<file path="src/rtl/slice_pkg.sv">
package slice_pkg;

  typedef enum logic [2:0] {
    SRC_AQ = 3'd0,
    SRC_AB = 3'd1,
    SRC_ZQ = 3'd2,
    SRC_ZB = 3'd3,
    SRC_ZA = 3'd4,
    SRC_DA = 3'd5,
    SRC_DQ = 3'd6,
    SRC_DZ = 3'd7
  } src_e;

  typedef enum logic [2:0] {
    FN_ADD   = 3'd0,
    FN_SUBR  = 3'd1,
    FN_SUBS  = 3'd2,
    FN_OR    = 3'd3,
    FN_AND   = 3'd4,
    FN_NOTRS = 3'd5,
    FN_XOR   = 3'd6,
    FN_XNOR  = 3'd7
  } fn_e;

  typedef enum logic [2:0] {
    DST_QREG  = 3'd0,
    DST_NOP   = 3'd1,
    DST_RAMA  = 3'd2,
    DST_RAMF  = 3'd3,
    DST_RAMQD = 3'd4,
    DST_RAMD  = 3'd5,
    DST_RAMQU = 3'd6,
    DST_RAMU  = 3'd7
  } dst_e;

  typedef struct packed {
    dst_e dst;
    fn_e  fn;
    src_e src;
  } uop_t;

  function automatic logic fn_is_arith(fn_e f);
    return (f == FN_ADD) || (f == FN_SUBR) || (f == FN_SUBS);
  endfunction

  function automatic logic dst_is_down(dst_e d);
    return (d == DST_RAMQD) || (d == DST_RAMD);
  endfunction

  function automatic logic dst_is_up(dst_e d);
    return (d == DST_RAMQU) || (d == DST_RAMU);
  endfunction

endpackage

</file>
<file path="src/rtl/slice_regfile.sv">
module slice_regfile #(
  parameter int WIDTH  = 32,
  parameter int DEPTH  = 32,
  parameter int ADDR_W = $clog2(DEPTH)
) (
  input  logic              clk,
  input  logic              rst_n,
  input  logic              we,
  input  logic [ADDR_W-1:0] waddr,
  input  logic [WIDTH-1:0]  wdata,
  input  logic [ADDR_W-1:0] a_addr,
  input  logic [ADDR_W-1:0] b_addr,
  output logic [WIDTH-1:0]  a_word,
  output logic [WIDTH-1:0]  b_word
);

  logic [WIDTH-1:0] mem [DEPTH];

  // one storage word per entry, each with its own decoded enable
  for (genvar g = 0; g < DEPTH; g++) begin : g_word
    logic hit;
    assign hit = we && (waddr == ADDR_W'(g));
    always_ff @(posedge clk or negedge rst_n) begin
      if (!rst_n)   mem[g] <= '0;
      else if (hit) mem[g] <= wdata;
    end
  end

  // both read ports see the same array: equal addresses give equal words
  assign a_word = mem[a_addr];
  assign b_word = mem[b_addr];

endmodule

</file>
<file path="src/rtl/slice_operand_sel.sv">
module slice_operand_sel
  import slice_pkg::*;
#(
  parameter int WIDTH = 32
) (
  input  src_e             src,
  input  logic [WIDTH-1:0] a_word,
  input  logic [WIDTH-1:0] b_word,
  input  logic [WIDTH-1:0] q_word,
  input  logic [WIDTH-1:0] d_word,
  output logic [WIDTH-1:0] r_op,
  output logic [WIDTH-1:0] s_op
);

  always_comb begin
    unique case (src)
      SRC_AQ, SRC_AB:         r_op = a_word;
      SRC_DA, SRC_DQ, SRC_DZ: r_op = d_word;
      default:                r_op = '0;
    endcase
  end

  always_comb begin
    unique case (src)
      SRC_AQ, SRC_ZQ, SRC_DQ: s_op = q_word;
      SRC_AB, SRC_ZB:         s_op = b_word;
      SRC_ZA, SRC_DA:         s_op = a_word;
      default:                s_op = '0;
    endcase
  end

endmodule

</file>
<file path="src/rtl/slice_alu.sv">
module slice_alu
  import slice_pkg::*;
#(
  parameter int WIDTH = 32
) (
  input  fn_e              fn,
  input  logic [WIDTH-1:0] r_op,
  input  logic [WIDTH-1:0] s_op,
  input  logic             cin,
  output logic [WIDTH-1:0] f,
  output logic             cout,
  output logic             ovf
);

  localparam int LOW_W = WIDTH - 1;

  logic [WIDTH-1:0] ra, sa;
  logic [WIDTH:0]   sum_full;
  logic [LOW_W:0]   sum_low;
  logic             arith;

  always_comb begin
    ra = r_op;
    sa = s_op;
    unique case (fn)
      FN_SUBR: ra = ~r_op;
      FN_SUBS: sa = ~s_op;
      default: ;
    endcase
  end

  assign arith    = fn_is_arith(fn);
  assign sum_full = {1'b0, ra} + {1'b0, sa} + {{WIDTH{1'b0}}, cin};
  // carry into the top bit comes from the low WIDTH-1 bits alone
  assign sum_low  = {1'b0, ra[LOW_W-1:0]} + {1'b0, sa[LOW_W-1:0]} + {{LOW_W{1'b0}}, cin};

  always_comb begin
    unique case (fn)
      FN_OR:    f = r_op | s_op;
      FN_AND:   f = r_op & s_op;
      FN_NOTRS: f = ~r_op & s_op;
      FN_XOR:   f = r_op ^ s_op;
      FN_XNOR:  f = ~(r_op ^ s_op);
      default:  f = sum_full[WIDTH-1:0];
    endcase
  end

  assign cout = arith & sum_full[WIDTH];
  assign ovf  = arith & (sum_full[WIDTH] ^ sum_low[LOW_W]);

endmodule

</file>
<file path="src/rtl/slice_writeback.sv">
module slice_writeback
  import slice_pkg::*;
#(
  parameter int WIDTH = 32
) (
  input  logic             clk,
  input  logic             rst_n,
  input  logic             wr_en,
  input  dst_e             dst,
  input  logic [WIDTH-1:0] f,
  input  logic             ram_dn_fill,
  input  logic             ram_up_fill,
  input  logic             q_dn_fill,
  input  logic             q_up_fill,
  output logic [WIDTH-1:0] wb_data,
  output logic             ram_we,
  output logic [WIDTH-1:0] q_word,
  output logic             ram_dn_out,
  output logic             ram_up_out,
  output logic             q_dn_out,
  output logic             q_up_out
);

  logic [WIDTH-1:0] q_q, q_next;
  logic             dn, up;

  assign dn = dst_is_down(dst);
  assign up = dst_is_up(dst);

  assign ram_we = wr_en && (dst != DST_QREG) && (dst != DST_NOP);

  always_comb begin
    if (dn)      wb_data = {ram_dn_fill, f[WIDTH-1:1]};
    else if (up) wb_data = {f[WIDTH-2:0], ram_up_fill};
    else         wb_data = f;
  end

  assign ram_dn_out = dn & f[0];
  assign ram_up_out = up & f[WIDTH-1];

  always_comb begin
    unique case (dst)
      DST_QREG:  q_next = f;
      DST_RAMQD: q_next = {q_dn_fill, q_q[WIDTH-1:1]};
      DST_RAMQU: q_next = {q_q[WIDTH-2:0], q_up_fill};
      default:   q_next = q_q;
    endcase
  end

  assign q_dn_out = (dst == DST_RAMQD) & q_q[0];
  assign q_up_out = (dst == DST_RAMQU) & q_q[WIDTH-1];

  always_ff @(posedge clk or negedge rst_n) begin
    if (!rst_n)     q_q <= '0;
    else if (wr_en) q_q <= q_next;
  end

  assign q_word = q_q;

endmodule

</file>
<file path="src/rtl/slice_datapath.sv">
module slice_datapath
  import slice_pkg::*;
#(
  parameter int WIDTH  = 32,
  parameter int DEPTH  = 32,
  parameter int ADDR_W = $clog2(DEPTH),
  parameter int UOP_W  = 9
) (
  input  logic              clk,
  input  logic              rst_n,
  input  logic [WIDTH-1:0]  d_in,
  input  logic [ADDR_W-1:0] a_addr,
  input  logic [ADDR_W-1:0] b_addr,
  input  logic [UOP_W-1:0]  uop,
  input  logic              carry_in,
  input  logic              wr_en,
  input  logic              ram_dn_fill,
  input  logic              ram_up_fill,
  input  logic              q_dn_fill,
  input  logic              q_up_fill,
  output logic [WIDTH-1:0]  y_out,
  output logic              f_sign,
  output logic              f_zero,
  output logic              ovf,
  output logic              carry_out,
  output logic              ram_dn_out,
  output logic              ram_up_out,
  output logic              q_dn_out,
  output logic              q_up_out
);

  uop_t             u;
  logic [WIDTH-1:0] a_word, b_word, q_word;
  logic [WIDTH-1:0] r_op, s_op, f, wb_data;
  logic             ram_we;

  assign u = uop_t'(uop);

  slice_regfile #(.WIDTH(WIDTH), .DEPTH(DEPTH), .ADDR_W(ADDR_W)) rf_i (
    .clk    (clk),
    .rst_n  (rst_n),
    .we     (ram_we),
    .waddr  (b_addr),
    .wdata  (wb_data),
    .a_addr (a_addr),
    .b_addr (b_addr),
    .a_word (a_word),
    .b_word (b_word)
  );

  slice_operand_sel #(.WIDTH(WIDTH)) sel_i (
    .src    (u.src),
    .a_word (a_word),
    .b_word (b_word),
    .q_word (q_word),
    .d_word (d_in),
    .r_op   (r_op),
    .s_op   (s_op)
  );

  slice_alu #(.WIDTH(WIDTH)) alu_i (
    .fn    (u.fn),
    .r_op  (r_op),
    .s_op  (s_op),
    .cin   (carry_in),
    .f     (f),
    .cout  (carry_out),
    .ovf   (ovf)
  );

  slice_writeback #(.WIDTH(WIDTH)) wb_i (
    .clk         (clk),
    .rst_n       (rst_n),
    .wr_en       (wr_en),
    .dst         (u.dst),
    .f           (f),
    .ram_dn_fill (ram_dn_fill),
    .ram_up_fill (ram_up_fill),
    .q_dn_fill   (q_dn_fill),
    .q_up_fill   (q_up_fill),
    .wb_data     (wb_data),
    .ram_we      (ram_we),
    .q_word      (q_word),
    .ram_dn_out  (ram_dn_out),
    .ram_up_out  (ram_up_out),
    .q_dn_out    (q_dn_out),
    .q_up_out    (q_up_out)
  );

  assign y_out  = (u.dst == DST_RAMA) ? a_word : f;
  assign f_sign = f[WIDTH-1];
  assign f_zero = ~|f;

endmodule

</file>
<file path="config.mk">
export PLATFORM = sky130hd
export DESIGN_NAME = slice_datapath
export DESIGN_NICKNAME = d
export VERILOG_FILES = /design/src/rtl/slice_pkg.sv /design/src/rtl/slice_regfile.sv /design/src/rtl/slice_operand_sel.sv /design/src/rtl/slice_alu.sv /design/src/rtl/slice_writeback.sv /design/src/rtl/slice_datapath.sv
export SDC_FILE = /design/constraint.sdc
export NUM_CORES = 2
export LEC_CHECK = 0
export ABC_CLOCK_PERIOD_IN_PS = 6460
export BUFFER_PORTS_ARGS = -buffer_cell sky130_fd_sc_hd__buf_4
export CAP_MARGIN = 20
export CORE_UTILIZATION = 38
export CTS_CLUSTER_DIAMETER = 50
export DETAILED_ROUTE_END_ITERATION = 10
export PLACE_DENSITY_LB_ADDON = 0.15
export SKIP_CTS_REPAIR_TIMING = 1
export SYNTH_ARGS = -nofsm -noshare
export SYNTH_HDL_FRONTEND = slang
export SYNTH_HIERARCHICAL = 1
export SYNTH_SLANG_ARGS = --single-unit
</file>
<file path="constraint.sdc">
create_clock -name clk -period 6.46 [get_ports clk]
set_clock_uncertainty 0.2 [all_clocks]
set_input_delay 0.323 -clock clk [delete_from_list [all_inputs] [get_ports clk]]
set_output_delay 0.323 -clock clk [all_outputs]
set_load 0.01 [all_outputs]
</file>
== Word-level counts from Yosys, hierarchy flattened ==
Cells that the tools add are included.

* Register bits after elaboration: 1056
* Output and inout bits: 40
* Logic and storage cells: 173

* $add $sub $neg: 4
* Order comparisons: 2
* Equality and inequality tests: 51
* Muxes and demuxes: 15
* Bitwise logic cells: 16
* Reduce and logical (&&, ||, !) cells: 52

{| class="wikitable"
|+ Operators with widths
! cell !! number
|-
| $bmux 32 s5 || 2
|-
| $mux 32 || 9
|-
| $pmux 32 s3 || 2
|-
| $pmux 32 s5 || 1
|-
| $not 32->32 || 3
|-
| $eq 5x5->1 const B || 16
|-
| $and 32x32->32 || 2
|-
| $pmux 32 s2 || 1
|-
| $eq 5x4->1 const B || 8
|-
| $eq 3x3->1 const B || 12
|-
| $logic_and 1x1->1 || 34
|-
| $add 32x32->33 || 1
|-
| $add 33x1->33 || 1
|-
| $add 31x31->32 || 1
|-
| $add 32x1->32 || 1
|-
| $or 32x32->32 || 1
|-
| $reduce_or 32->1 || 1
|-
| $xor 32x32->32 || 1
|-
| $eq 5x3->1 const B || 4
|-
| $eq 3x2->1 const B || 5
|-
| $ge 6x6->1 const B || 2
|-
| $not 5->6 || 2
|-
| $eq 5x2->1 const B || 2
|-
| $logic_not 3->1 || 3
|-
| 12 further kinds || 25
|}

== Depth between registers and ports, before layout ==
* Depth in word-level cells: 12
* Depth in mapped cells: 25
* Depth with buffers taken out: 21

== Cells and area by module ==
Netlist, hierarchy kept.

{| class="wikitable"
|+ Modules (own cells, without submodules)
! module !! instances !! cells each !! area an instance (um^2) !! seq. area each (um^2)
|-
| slice_regfile || 1 || 4611 || 55718.4 || 25624.6
|-
| slice_alu || 1 || 729 || 4655.7 || 0.0
|-
| slice_writeback || 1 || 410 || 3180.6 || 800.8
|-
| slice_operand_sel || 1 || 257 || 2003.2 || 0.0
|-
| slice_datapath || 1 || 47 || 479.2 || 0.0
|}

== Worst setup path before layout ==
OpenSTA, ideal clock, no wires.

* Path kind: input to register
* Start point: input port a_addr[1]
* End point: register rf_i/mem[446] (netlist name)
* Library setup time: 65 ps
* Arrival time: 5167 ps
* Data required time: 6195 ps
* Slack: 1028 ps
* Stages: 23
* Path buffers: 5
* Cells stage by stage: buf_2 > buf_2 > clkbuf_1 > buf_2 > mux2i_1 > a22oi_1 > nand3_1 > nand3_1 > inv_1 > o32ai_2 > xnor2_1 > fa_1 > nand2b_1 > a211o_1 > a2111o_1 > a31oi_2 > o21ai_2 > xor2_1 > a21oi_1 > mux2i_1 > a21oi_1 > clkbuf_1 > mux2_2

* Elaborated cells between the ends (all ways): 20

{| class="wikitable"
|+ RTL lines
! element !! RTL line !! text
|-
| start: declaration || slice_datapath.sv:12 || <nowiki>input logic [ADDR_W-1:0] a_addr,</nowiki>
|-
| $not 5->6 (implied by the code) * || slice_regfile.sv:30 || <nowiki>assign a_word = mem[a_addr];</nowiki>
|-
| $bmux 32 s5 * || slice_regfile.sv:30 ||
|-
| $mux 32 (implied by the code) * (2 in a row) || slice_regfile.sv:30 ||
|-
| via a_word[0] || slice_datapath.sv:33 || <nowiki>logic [WIDTH-1:0] a_word, b_word, q_word;</nowiki>
|-
| $pmux 32 s2 * || slice_operand_sel.sv:16 || <nowiki>unique case (src)</nowiki>
|-
| via r_op[0] || slice_datapath.sv:34 || <nowiki>logic [WIDTH-1:0] r_op, s_op, f, wb_data;</nowiki>
|-
| $not 32->32 || slice_alu.sv:26 || <nowiki>FN_SUBR: ra = ~r_op;</nowiki>
|-
| $mux 32 * || slice_alu.sv:25 || <nowiki>unique case (fn)</nowiki>
|-
| $add 32x32->33 * || slice_alu.sv:33 || <nowiki>assign sum_full = {1'b0, ra} + {1'b0, sa} + {{WIDTH{1'b0}}, cin};</nowiki>
|-
| $add 33x1->33 * || slice_alu.sv:33 ||
|-
| $pmux 32 s5 * || slice_alu.sv:38 || <nowiki>unique case (fn)</nowiki>
|-
| via f_sign || slice_datapath.sv:22 || <nowiki>output logic f_sign,</nowiki>
|-
| $mux 32 * || slice_writeback.sv:33 || <nowiki>if (dn) wb_data = {ram_dn_fill, f[WIDTH-1:1]};</nowiki>
|-
| via wb_data[30] || slice_datapath.sv:34 ||
|-
| end signal: indexed assignment || slice_regfile.sv:25 || <nowiki>else if (hit) mem[g] <= wdata;</nowiki>
|-
| end: declaration || slice_regfile.sv:17 || <nowiki>logic [WIDTH-1:0] mem [DEPTH];</nowiki>
|}

The timed path passes the listed nets; every way through them passes the cells marked *. The select of a mux whose other input is x is not followed.
A chain may end at the register's enable or synchronous reset.

== Worst setup path in the final report ==
* Start point: register rf_i/mem[805] (netlist name)
* End point: output port f_zero

* Cells in the longest elaborated chain, start to end: 11
* Elaborated cells between the ends (all ways): 22

{| class="wikitable"
|+ RTL lines
! element !! RTL line !! text
|-
| $bmux 32 s5 * || slice_regfile.sv:31 || <nowiki>assign b_word = mem[b_addr];</nowiki>
|-
| $mux 32 (implied by the code) * (2 in a row) || slice_regfile.sv:31 ||
|-
| via b_word[5] || slice_datapath.sv:33 ||
|-
| $pmux 32 s3 * || slice_operand_sel.sv:24 || <nowiki>unique case (src)</nowiki>
|-
| via s_op[5] || slice_datapath.sv:34 ||
|-
| $not 32->32 || slice_alu.sv:27 || <nowiki>FN_SUBS: sa = ~s_op;</nowiki>
|-
| $mux 32 * || slice_alu.sv:25 ||
|-
| $add 32x32->33 * || slice_alu.sv:33 ||
|-
| $add 33x1->33 * || slice_alu.sv:33 ||
|-
| $pmux 32 s5 * || slice_alu.sv:38 ||
|-
| via f[26] || slice_datapath.sv:34 ||
|-
| $reduce_or 32->1 * || slice_datapath.sv:92 || <nowiki>assign f_zero = ~|f;</nowiki>
|-
| $logic_not 1->1 * || slice_datapath.sv:92 ||
|-
| end: declaration || slice_datapath.sv:23 || <nowiki>output logic f_zero,</nowiki>
|}

Marks and branches as above.

==> impl_metrics.csv <==
group,metric,value,unit
placement,dp_hpwl,156000,um
worst_setup_path,cp_max_fo,5,
synthesis,synthTopCellsByArea,"dfrtp_1 40%, mux2_2 17%, mux2i_1 17%, a22oi_1 2.6%, a21oi_1 2.4%",
synthesis,synth_common_cells,"1090 x mux2i_1, 1056 x dfrtp_1, 1019 x mux2_2, 338 x nand2_1, 312 x a21oi_1",
global_routing,track_usage,27.6,%
synthesis,yosysMostFrequentCell,"mux2i_1",
cts,cts_buffer_depth,3,
cells_and_area,areaGrowthSynthToFinish,18.1,%
drt,drcViolationCount,0,
cts,clockRootBuffer,"clkbuf_16",
placement,place_congestion,0.897,
floorplan,start_util,38.4,%
synthesis,yosysTopAreaCell,"dfrtp_1",
timing,fin_tns_setup,0,ns
power,ir_drop,0.000277,V
timing,finalSetupViolCount,0,
worst_setup_path,rr_worst_depth,26,
floorplan,die_area,0.175,sq mm
worst_setup_path,critPathMaxStageDelay,0.42,ns
worst_setup_path,reg2reg_from,"rf_i/mem[805]$_DFFE_PN0P_",
timing,rsz0062_at_grt,"yes",
worst_setup_path,worstSetupEndpointType,"output port",
timing,fin_crit_sh,98.1,%
synthesis,synth_ff_type,"dfrtp_1",
worst_setup_path,critPathArrivalTime,5.81,ns
synthesis,synth_fp_nets,6178,
worst_setup_path,reg2reg_slack,0.50,ns
power,p_clk_share,30.8,%
synthesis,synth_seq_area_share,40.0,%
global_routing,antenna_found_initial,7,
worst_setup_path,crit_end,"f_zero",
timing,worstMarginPinSlew,1.17,ns
outcome,violations,"hold timing",
drt,vias,51400,
floorplan,die_w,419,um
global_routing,grt_max_degree,178,
synthesis,yosysWarningCount,6,
synthesis,synth_edf_count,0,
floorplan,num_rows,152,
worst_setup_path,critical-path-top-cell-by-count,"buf_4",
worst_setup_path,critPathKind,"reg2out",
timing,slew_violations,0,
job,drv_cap,0,
cells_and_area,finish.utilization,45.3,%
placement,placed_area,0.0723,sq mm
global_routing,first_global_vias,51300,
synthesis,netlist_area,0.0660,sq mm
drt,via_per_inst,5.94,
synthesis,synth_cells,6054,
drt,wirelength,245000,um
synthesis,syn_avg_cell_area,10.9,sq um
timing,slew-limit-headroom,21.9,%
cts,clk_latency,0.81,ns
hold_path,min_path_type,"in2async",
cts,clkSlewWorstSetupHoldPaths,0.06,ns
global_routing,grt_pass1_wl,359000,um
cts,cts_sinks,1056,
cts,cts_buffers,145,
worst_setup_path,r2r_end,"wb_i/q_word[26]$_DFFE_PN0P_",
outcome,status,"finished, violations left",
power,power,26.5,mW
synthesis,ys_seq_elements,1056,
cells_and_area,final_layout_size_suffix_gt1_share,33.1,%
power,powerDensity,340,mW/mm^2
cts,h-tree-depth,4,
power,p_sw_share,33.9,%
worst_setup_path,critPathLaunch,"rf_i/mem[805]$_DFFE_PN0P_",
cts,cts_tree,"yes",
drt,wire_per_inst,28.3,um
power,p_seq_share,37.4,%
timing,hold_violations,7,
power,intPower,17.5,mW
synthesis,yosysUniqueCellTypes,76,
power,p_comb_share,31.8,%
global_routing,grt-ovfl-total,0,
drt,firstDrtPassIters,5,
placement,io_buffers,98,
worst_setup_path,worstPathRequired,5.94,ns
timing,fmax,0.158,GHz
drt,drtAntennaViolNets,0,
synthesis,yosysTopAreaCellShare,40.0,%
cells_and_area,nets,6356,
floorplan,coreArea,0.172,sq mm
cells_and_area,fin_area,0.0780,sq mm
timing,hold_ws,-0.0133,ns
worst_setup_path,cp_slowest_cell,"o211ai_1",
worst_setup_path,cp-start-kind,"flip-flop",
floorplan,die_h,419,um
synthesis,async_reset_ff_share,100,%
drt,drtIter0Drc,4072,
power,p_switching,8.98,mW
power,leakagePower,36.3,nW
floorplan,io_pins,99,
timing,min_period,6.34,ns
worst min-delay path by stage:
stage	to	slack, ns
final	rf_i/mem[739]$_DFFE_PN0P_	-0.01
after global routing	rf_i/mem[739]$_DFFE_PN0P_	0.02
after detailed placement	rf_i/mem[837]$_DFFE_PN0P_	0.20
after floorplan	rf_i/mem[0]$_DFFE_PN0P_	-0.17
after global placement	rf_i/mem[773]$_DFFE_PN0P_	0.21
after CTS	rf_i/mem[837]$_DFFE_PN0P_	-0.68
worst max-delay path, delay by kind of cell (launching register included):
family                     cells  cell delay [ns]
AOI/OAI and AO/OA              7             1.41
DFF                            1             0.40
and+or+nand+nor                6             1.11
muxes                          2             0.34
buffers and inverters          8             1.14
adders and majority gates      1             0.38
xor gates and xnor gates       2             0.22
layout make-up:
cell class,count,area (sq um)
Antenna cell,1,2.50
Clock buffer,191,4060
Clock inverter,66,816
Fill cell,16100,94100
Inverter,137,514
Multi-Input combinational cell,4281,37400
Sequential cell,1056,26400
Tap cell,2310,2890
Timing Repair Buffer,611,5880
metrics by stage:
stage          setup WS, ns  cells
2_1_floorplan          1.03   6054
3_3_place_gp         -0.345   8372
3_5_place_dp         -0.339   8375
4_1_cts              -0.556   8632
5_1_grt              -0.101   8652
6_report              0.122   8653
sequential cells by signal, summed over array words and instances, names as in the netlist:
| register | count |
|---|---|
| wb_i/q_word | 32 |
| rf_i/mem | 1024 |
cell families after synthesis:
group,after synthesis,synth area share [%]
DFF,1056,40.0
buffers and inverters,717,4.76
AOI/OAI and AO/OA,976,10.6
xor gates and xnor gates,121,1.60
muxes,2147,34.7
and+or+nand+nor,972,7.02
adders and majority gates,65,1.25
routing by layer:
| metal | vias to the layer above | global-route usage [%] | routed length (um) |
|---|---|---|---|
| li1 | 22700 | - | - |
| met1 | 26700 | 37.7 | 109000 |
| met2 | 1552 | 44.3 | 113000 |
| met3 | 382 | 4.34 | 14000 |
| met4 | 6 | 9.10 | 8050 |
| met5 | - | 0 | 36 |
layout by cell type (no fill, tap or decap), drive strengths merged, types with 32 or more instances in the layout:
master,Yosys,final
o221ai,44,44
nor4,50,50
inv,136,152
mux2i,1090,1090
xor2,32,32
nor3,108,108
a21oi,312,312
a31oi,78,78
a22o,135,135
clkbuf,278,191
nand3b,32,32
nor2,112,112
xnor2,89,89
dfrtp,1056,1056
o2111a,32,32
nand2b,53,53
o32ai,32,32
a22oi,232,232
o21ai,64,64
nand3,238,238
mux2,1057,1057
ha,63,63
nand2,338,338
buf,302,601
power by group through the flow:
stage          clock network (mW)  registers, mW  logic, mW
3_5_place_dp                    0           9.98       8.18
4_1_cts                      8.33           9.88       8.21
5_1_grt                      8.61           10.2       9.11
2_1_floorplan                   0           9.56       5.43
3_3_place_gp                    0           9.91       8.07
6_report                     8.16           9.90       8.43
Power figures use the tool's default switching activity.
